`src/rtl/as_pkg.sv`:
```
package as_pkg;

    typedef enum logic [1:0] {
        CMD_NOP    = 2'd0,
        CMD_SEARCH = 2'd1,
        CMD_STEP   = 2'd2,
        CMD_POP    = 2'd3
    } cmd_e;

    typedef enum logic [1:0] {
        CMP_EQ   = 2'd0,
        CMP_LT   = 2'd1,
        CMP_GT   = 2'd2,
        CMP_NONE = 2'd3
    } cmp_e;

    typedef enum logic [1:0] {
        ST_IDLE   = 2'd0,
        ST_SEARCH = 2'd1,
        ST_STEP   = 2'd2,
        ST_POP    = 2'd3
    } state_e;

endpackage

```
`src/rtl/as_pe.sv`:
```
module as_pe
    import as_pkg::*;
#(
    parameter int W     = 8,
    parameter int DEPTH = 4
) (
    input  logic         clk,
    input  logic         rst_n,
    input  logic         ld_we,
    input  logic [W-1:0] ld_val,
    input  logic         do_search,
    input  logic         do_step,
    input  logic         do_pop,
    input  logic [W-1:0] key,
    input  cmp_e         cmp,
    input  logic         is_sel,
    output logic         resp,
    output logic         top
);

    localparam int CW = $clog2(DEPTH + 1);

    logic [W-1:0]     val_q;
    logic [DEPTH-1:0] stk_q;
    logic [CW-1:0]    cnt_q;
    logic             hit;

    // comparison of the broadcast key with the local value
    always_comb begin
        unique case (cmp)
            CMP_EQ:  hit = (val_q == key);
            CMP_LT:  hit = (val_q < key);
            CMP_GT:  hit = (val_q > key);
            default: hit = 1'b0;
        endcase
    end

    // an empty stack leaves the PE enabled
    assign top = (cnt_q == '0) ? 1'b1 : stk_q[0];

    always_ff @(posedge clk) begin
        if (!rst_n) begin
            val_q <= '0;
            stk_q <= '0;
            cnt_q <= '0;
            resp  <= 1'b0;
        end else begin
            if (ld_we) begin
                val_q <= ld_val;
            end
            if (do_search) begin
                if (top) begin
                    resp  <= hit;
                    stk_q <= {stk_q[DEPTH-2:0], hit};
                    if (cnt_q != CW'(DEPTH)) begin
                        cnt_q <= cnt_q + 1'b1;
                    end
                end
            end else if (do_step) begin
                if (is_sel) begin
                    resp <= 1'b0;
                end
                stk_q[0] <= is_sel;
                if (cnt_q == '0) begin
                    cnt_q <= CW'(1);
                end
            end else if (do_pop) begin
                if (cnt_q != '0) begin
                    stk_q <= {1'b0, stk_q[DEPTH-1:1]};
                    cnt_q <= cnt_q - 1'b1;
                end
            end
        end
    end

    // a disabled PE keeps its responder flag through a search
    a_r4_disabled_hold: assert property (@(posedge clk) disable iff (!rst_n)
        (do_search && !top) |=> (resp == $past(resp)));

    // the chosen PE ends a step enabled with its flag cleared
    a_r8_step_sel: assert property (@(posedge clk) disable iff (!rst_n)
        (do_step && is_sel) |=> (top && !resp));

    // every other PE ends a step disabled
    a_r8_step_other: assert property (@(posedge clk) disable iff (!rst_n)
        (do_step && !is_sel) |=> !top);

    // popping an empty stack leaves it empty
    a_r9_pop_empty: assert property (@(posedge clk) disable iff (!rst_n)
        (do_pop && cnt_q == '0) |=> (cnt_q == '0));

    // the stack never holds more than DEPTH entries
    a_r10_no_overflow: assert property (@(posedge clk) disable iff (!rst_n)
        cnt_q <= CW'(DEPTH));

endmodule

```
`src/rtl/as_resolver.sv`:
```
module as_resolver #(
    parameter int N = 16,
    localparam int IDXW = $clog2(N)
) (
    input  logic            clk,
    input  logic            rst_n,
    input  logic [N-1:0]    resp,
    output logic [IDXW-1:0] win_idx,
    output logic            win_found
);

    // lowest set index wins: scan from the top so lower indices overwrite
    always_comb begin
        win_found = 1'b0;
        win_idx   = '0;
        for (int i = N - 1; i >= 0; i--) begin
            if (resp[i]) begin
                win_found = 1'b1;
                win_idx   = IDXW'(i);
            end
        end
    end

    logic [N-1:0] below_mask;
    assign below_mask = (N'(1) << win_idx) - N'(1);

    // the winner is a responder with no responder beneath it
    a_r5_lowest: assert property (@(posedge clk) disable iff (!rst_n)
        win_found |-> (resp[win_idx] && ((resp & below_mask) == '0)));

    // no winner is reported for an empty responder set
    a_r7_none: assert property (@(posedge clk) disable iff (!rst_n)
        (resp == '0) |-> !win_found);

endmodule

```
`src/rtl/as_seq.sv`:
```
module as_seq
    import as_pkg::*;
#(
    parameter int N = 16,
    parameter int W = 8,
    localparam int IDXW = $clog2(N)
) (
    input  logic            clk,
    input  logic            rst_n,
    input  logic [1:0]      cmd,
    input  logic [1:0]      cmp_sel,
    input  logic [W-1:0]    key,
    input  logic [IDXW-1:0] win_idx,
    input  logic            win_found,
    output logic            do_search,
    output logic            do_step,
    output logic            do_pop,
    output logic [W-1:0]    bkey,
    output cmp_e            bcmp,
    output logic [IDXW-1:0] sel_idx,
    output logic            sel_valid
);

    state_e state_q;
    state_e state_d;

    always_comb begin
        unique case (cmd_e'(cmd))
            CMD_SEARCH: state_d = ST_SEARCH;
            CMD_STEP:   state_d = ST_STEP;
            CMD_POP:    state_d = ST_POP;
            default:    state_d = ST_IDLE;
        endcase
    end

    // state register with the broadcast operands latched beside it
    always_ff @(posedge clk) begin
        if (!rst_n) begin
            state_q <= ST_IDLE;
            bkey    <= '0;
            bcmp    <= CMP_EQ;
        end else begin
            state_q <= state_d;
            bkey    <= key;
            bcmp    <= cmp_e'(cmp_sel);
        end
    end

    // actions driven by the current state
    always_comb begin
        do_search = 1'b0;
        do_step   = 1'b0;
        do_pop    = 1'b0;
        unique case (state_q)
            ST_SEARCH: do_search = 1'b1;
            ST_STEP:   do_step   = 1'b1;
            ST_POP:    do_pop    = 1'b1;
            default:   ;
        endcase
    end

    always_ff @(posedge clk) begin
        if (!rst_n) begin
            sel_idx   <= '0;
            sel_valid <= 1'b0;
        end else if (do_step) begin
            sel_idx   <= win_found ? win_idx : '0;
            sel_valid <= win_found;
        end
    end

    // a step that found a winner reports it on the next cycle
    a_r5_report: assert property (@(posedge clk) disable iff (!rst_n)
        (do_step && win_found) |=> (sel_valid && sel_idx == $past(win_idx)));

    // a step with no responders leaves the valid flag low
    a_r7_invalid: assert property (@(posedge clk) disable iff (!rst_n)
        (do_step && !win_found) |=> !sel_valid);

    // the selection only moves on a step
    a_r5_hold: assert property (@(posedge clk) disable iff (!rst_n)
        !do_step |=> $stable(sel_valid));

endmodule

```
`src/rtl/assoc_search_array.sv`:
```
module assoc_search_array
    import as_pkg::*;
#(
    parameter int N     = 16,
    parameter int W     = 8,
    parameter int DEPTH = 4,
    localparam int IDXW = $clog2(N)
) (
    input  logic            clk,
    input  logic            rst_n,
    input  logic            ld_en,
    input  logic [IDXW-1:0] ld_idx,
    input  logic [W-1:0]    ld_val,
    input  logic [1:0]      cmd,
    input  logic [1:0]      cmp_sel,
    input  logic [W-1:0]    key,
    output logic [IDXW-1:0] sel_idx,
    output logic            sel_valid,
    output logic            any_resp
);

    logic            do_search;
    logic            do_step;
    logic            do_pop;
    logic [W-1:0]    bkey;
    cmp_e            bcmp;
    logic [IDXW-1:0] win_idx;
    logic            win_found;
    logic [N-1:0]    resp;
    logic [N-1:0]    top;

    as_seq #(.N(N), .W(W)) u_seq (
        .clk       (clk),
        .rst_n     (rst_n),
        .cmd       (cmd),
        .cmp_sel   (cmp_sel),
        .key       (key),
        .win_idx   (win_idx),
        .win_found (win_found),
        .do_search (do_search),
        .do_step   (do_step),
        .do_pop    (do_pop),
        .bkey      (bkey),
        .bcmp      (bcmp),
        .sel_idx   (sel_idx),
        .sel_valid (sel_valid)
    );

    as_resolver #(.N(N)) u_res (
        .clk       (clk),
        .rst_n     (rst_n),
        .resp      (resp),
        .win_idx   (win_idx),
        .win_found (win_found)
    );

    for (genvar g = 0; g < N; g++) begin : g_pe
        as_pe #(.W(W), .DEPTH(DEPTH)) u_pe (
            .clk       (clk),
            .rst_n     (rst_n),
            .ld_we     (ld_en && (ld_idx == IDXW'(g))),
            .ld_val    (ld_val),
            .do_search (do_search),
            .do_step   (do_step),
            .do_pop    (do_pop),
            .key       (bkey),
            .cmp       (bcmp),
            .is_sel    (win_found && (win_idx == IDXW'(g))),
            .resp      (resp[g]),
            .top       (top[g])
        );
    end

    assign any_resp = |resp;

    // after a step at most one PE remains enabled
    a_r8_single_enabled: assert property (@(posedge clk) disable iff (!rst_n)
        do_step |=> $onehot0(top));

    // a step with exactly one responder empties the responder set
    a_r6_last_taken: assert property (@(posedge clk) disable iff (!rst_n)
        (do_step && $countones(resp) == 1) |=> !any_resp);

endmodule

```
`config.mk`:
```
export PLATFORM = sky130hd
export DESIGN_NAME = assoc_search_array
export DESIGN_NICKNAME = d
export VERILOG_FILES = /design/src/rtl/as_pkg.sv /design/src/rtl/as_pe.sv /design/src/rtl/as_resolver.sv /design/src/rtl/as_seq.sv /design/src/rtl/assoc_search_array.sv
export SDC_FILE = /design/constraint.sdc
export NUM_CORES = 1
export LEC_CHECK = 0
export BUFFER_PORTS_ARGS = -buffer_cell sky130_fd_sc_hd__buf_2
export CORE_UTILIZATION = 45
export CTS_CLUSTER_DIAMETER = 150
export DETAILED_ROUTE_END_ITERATION = 10
export PLACE_DENSITY = 0.56
export SLEW_MARGIN = 20
export SYNTH_ARGS = -nofsm -noshare
export SYNTH_HDL_FRONTEND = slang
export SYNTH_SLANG_ARGS = --single-unit
```
`constraint.sdc`:
```
create_clock -name clk -period 3.96 [get_ports clk]
set_input_delay 0.396 -clock clk [delete_from_list [all_inputs] [get_ports clk]]
set_output_delay 0.396 -clock clk [all_outputs]
set_load 0.03 [all_outputs]
```
==> impl_metrics.env <==
export IMPL_ys_seq_area_share_pct=33.8
export IMPL_ys_types=71
export IMPL_ir_drop_v=0.000399
export IMPL_switchingPower_w=0.00245
export IMPL_hold_buffers=0
export IMPL_pwr_density_cell_nw_per_um2=435
export IMPL_cts_resized=0
export IMPL_final_util_pct=50.4
export IMPL_yosysWarnings=0
export IMPL_drcViolationCount=0
export IMPL_die_h_um=192
export IMPL_grt_max_degree=107
export IMPL_r2r_start="u_seq.state_q[0]$_SDFF_PN0_"
export IMPL_worst_setup_path_type="register to register"
export IMPL_rsz0062_at_grt="false"
export IMPL_synth_top_area_share_pct=33.8
export IMPL_syn2layout_area_growth_pct=10.5
export IMPL_min_delay_start="key[0]"
export IMPL_ys_flop_type="dfxtp_1"
export IMPL_cp_slowest_cell="a221oi_1"
export IMPL_setup_tns_ns=0
export IMPL_clk_path_buf_depth=3
export IMPL_crit_arrival_ns=3.40
export IMPL_synthArstFlopShare_pct=0
export IMPL_synth_compound_area_share_pct=18.7
export IMPL_hold_viol_final=0
export IMPL_port_buffers=32
export IMPL_tightestPinTransition_ns=1.12
export IMPL_drt_initial_drc_count=899
export IMPL_postRouteAntennaNets=0
export IMPL_path_clk_slew_ns=0.05
export IMPL_synth_avg_cell_area_um2=8.40
export IMPL_path_common_cell="o21a_1"
export IMPL_path_max_fanout=15
export IMPL_synth_top_family_by_area="simple AND/OR/NAND/NOR gates"
export IMPL_yosys_area_top_type="dfxtp_1"
export IMPL_antenna_cells=0
export IMPL_synth_xor_area_share_pct=0.0542
export IMPL_min_period_over_period_pct=75.7
export IMPL_worstPathCellList="inv_1 > ha_1 > buf_4 > inv_2 > a221oi_1 > o21a_1 > o21ai_0 > a22o_1 > o21a_1"
export IMPL_root_buffer="clkbuf_16"
export IMPL_synth_edf_count=0
export IMPL_grt_pass1_vias=13100
export IMPL_ys_top_cells_by_area="dfxtp_1 34%, ha_1 14%, mux2i_1 10%"
export IMPL_syn_area_um2=16200
export IMPL_finalNetCount=2143
export IMPL_crit_path_start="u_seq.state_q[0]$_SDFF_PN0_"
export IMPL_place_gp_congestion=0.950
export IMPL_synth_ff_latch_count=273
export IMPL_hpwlAfterDp_um=31100
export IMPL_syn_inst=1924
export IMPL_r2r_cells=9
export IMPL_drtPass1Iterations=6
export IMPL_cts_buffers=34
export IMPL_outcome="finished, final reports clean"
export IMPL_min_period_ns=3.00
export IMPL_setup_viol=0
export IMPL_relSlewSlack_pct=25.2
export IMPL_path_depth=9
export IMPL_cp_num_buf_inv=3
export IMPL_cap_violations=0
export IMPL_start_util_pct=45.6
export IMPL_p_int_w=0.00532
export IMPL_die_x_um=192
export IMPL_reg2reg_slack_ns=0.96
export IMPL_clk_latency_ns=0.53
export IMPL_cts_htree_levels=2
export IMPL_p_seq_share_pct=40.0
export IMPL_muxShareOfSynthArea_pct=10.5
export IMPL_start_kind="register"
export IMPL_synth_fa_ha_area_share_pct=13.9
export IMPL_io_pin_count=33
export IMPL_routed_via_density=5.75
export IMPL_synth_simple_area_share_pct=19.0
export IMPL_fp_coreArea_um2=35500
export IMPL_worstPathRequired_ns=4.36
export IMPL_num_vias=13900
export IMPL_clock_sinks=273
export IMPL_hold_class="primary input to register"
export IMPL_antenna_found_initial=1
export IMPL_clock_fmax_mhz=334
export IMPL_crit_family="compound AO/OA/AOI/OAI gates"
export IMPL_timing_rr_end="g_pe[5].u_pe.cnt_q[2]$_SDFFE_PN0P_"
export IMPL_p_leak_nw=7.25
export IMPL_p_clk_share_pct=37.6
export IMPL_synth_fp_nets=2131
export IMPL_grt_use_total_pct=25.4
export IMPL_slew_viol_final=0
export IMPL_wl_per_cell_um=19.1
export IMPL_skew_ns=0.0182
export IMPL_cts_setup_buffers=0
export IMPL_grt_overflow_total=0
export IMPL_cts_tree="done"
export IMPL_drive_gt1_share_pct=6.80
export IMPL_max_stage_delay_ns=0.75
export IMPL_die_area_um2=36700
export IMPL_min_to="u_seq.bkey[0]$_SDFF_PN0_"
export IMPL_combPwrFrac_pct=22.4
export IMPL_routed_wl_um=46100
export IMPL_worstHoldPathCells=2
export IMPL_p_sw_share_pct=31.6
export IMPL_fp_row_count=69
export IMPL_grt_pass1_wl_um=72400
export IMPL_cp_end_kind="register"
-- worst max-delay path by stage --
stage,endpoint,slack (ns)
finish,g_pe[5].u_pe.cnt_q[2]$_SDFFE_PN0P_,0.96
global route,g_pe[5].u_pe.cnt_q[2]$_SDFFE_PN0P_,0.78
CTS,g_pe[5].u_pe.cnt_q[2]$_SDFFE_PN0P_,1.03
detailed placement,g_pe[5].u_pe.cnt_q[2]$_SDFFE_PN0P_,1.05
global placement,g_pe[5].u_pe.cnt_q[2]$_SDFFE_PN0P_,1.04
floorplan,g_pe[9].u_pe.resp$_SDFFE_PN0P_,1.74
-- layout make-up --
cell class / instances / area [µm²]
fillers: 3388 / 17600
flip-flops and latches: 273 / 5470
inverters: 80 / 305
repair buffers: 63 / 418
multi-input cells: 1484 / 10100
clock inverters: 4 / 23.8
clock buffers: 52 / 1000
well taps: 461 / 577
-- flip-flops by register name, indices dropped and copies added (netlist names) --
name / flops
g_pe.u_pe.val_q: 128
g_pe.u_pe.stk_q: 64
g_pe.u_pe.cnt_q: 48
g_pe.u_pe.resp: 16
u_seq.bkey: 8
u_seq.sel_idx: 4
u_seq.bcmp: 2
u_seq.state_q: 2
u_seq.sel_valid: 1
-- power by group through the flow --
stage               clock [W]  combinational, W  sequential (W)
finish                0.00293           0.00174         0.00311
global route          0.00310           0.00196         0.00313
CTS                   0.00300           0.00174         0.00310
detailed placement          0           0.00173         0.00316
global placement            0           0.00170         0.00316
floorplan                   0           0.00129         0.00311
-- kinds of logic after synthesis --
kind of cell / after synthesis
XOR/XNOR: 1
flip-flops: 273
adder cells (fa/ha/maj): 180
AND/OR/NAND/NOR: 669
AO/OA/AOI/OAI: 464
buffers and inverters: 167
multiplexers: 170
-- synth_stat cells (all sizes together), types with 2 or more instances --
master and instances:
nor4 6, a211o 17, o221ai 3, buf 21
a41oi 2, dfxtp 273, nand3 35, o22ai 10
or2 4, o32ai 3, nand3b 14, and3b 2
o211ai 18, nand2b 25, and2 15, a31o 4
nor2b 37, o21bai 3, inv 79, mux2i 169
ha 180, nand4 24, o31ai 7, and3 8
o21ai 96, nor3b 5, a21o 4, a22oi 15
clkbuf 66, a21boi 4, o311a 4, a21oi 124
nor3 24, a22o 10, nand4b 3, a211oi 60
nand2 114, a222oi 2, a221oi 17, o21a 36
nor2 334, a31oi 15, or3 14
-- through the flow --
step / hold slack, ns / setup WS (ns) / area (µm²) / instances / total power, W
after floorplan: 0.431 / 1.74 / 16200 / 1924 / 0.00440
after global placement: 0.442 / 1.04 / 16800 / 2361 / 0.00486
after detailed placement: 0.447 / 1.05 / 16800 / 2361 / 0.00489
after CTS: 0.0698 / 1.03 / 17900 / 2417 / 0.00784
after global routing: 0.0828 / 0.785 / 17900 / 2417 / 0.00820
final: 0.0830 / 0.962 / 17900 / 2417 / 0.00777
-- cells in the final DEF, fill, tap and decap left out, types with 5 or more instances in the layout --
cell type  count
a211oi_1      60
clkbuf_16     35
nor2_1       333
nor3_1        24
a211o_1       17
nand3b_1      14
dfxtp_1      273
nand3_1       35
buf_4         29
clkbuf_8       6
a31oi_1       14
a221oi_1      17
o211ai_1      18
o31ai_1        7
a21oi_1      124
clkbuf_1      11
o21a_1        36
nand2b_1      25
and2_1        15
o22ai_1        9
mux2i_1      169
o21ai_0       94
a22oi_1       15
nand4_1       24
buf_2         32
a22o_1        10
inv_1         76
or3_1         14
ha_1         179
nand2_1      113
nor3b_1        5
nor2b_1       33
and3_1         8
-- layer usage --
layer  track usage (%)  vias to the layer above  part of all wire (%)
li1                  -                     6912                     -
met1              32.5                     6570                    45
met2              43.4                      290                    47
met3              3.40                      112                   4.1
met4              8.97                        2                   3.1
met5                 0                        -                 0.028
Note: power is estimated with default switching activity, not from simulation.
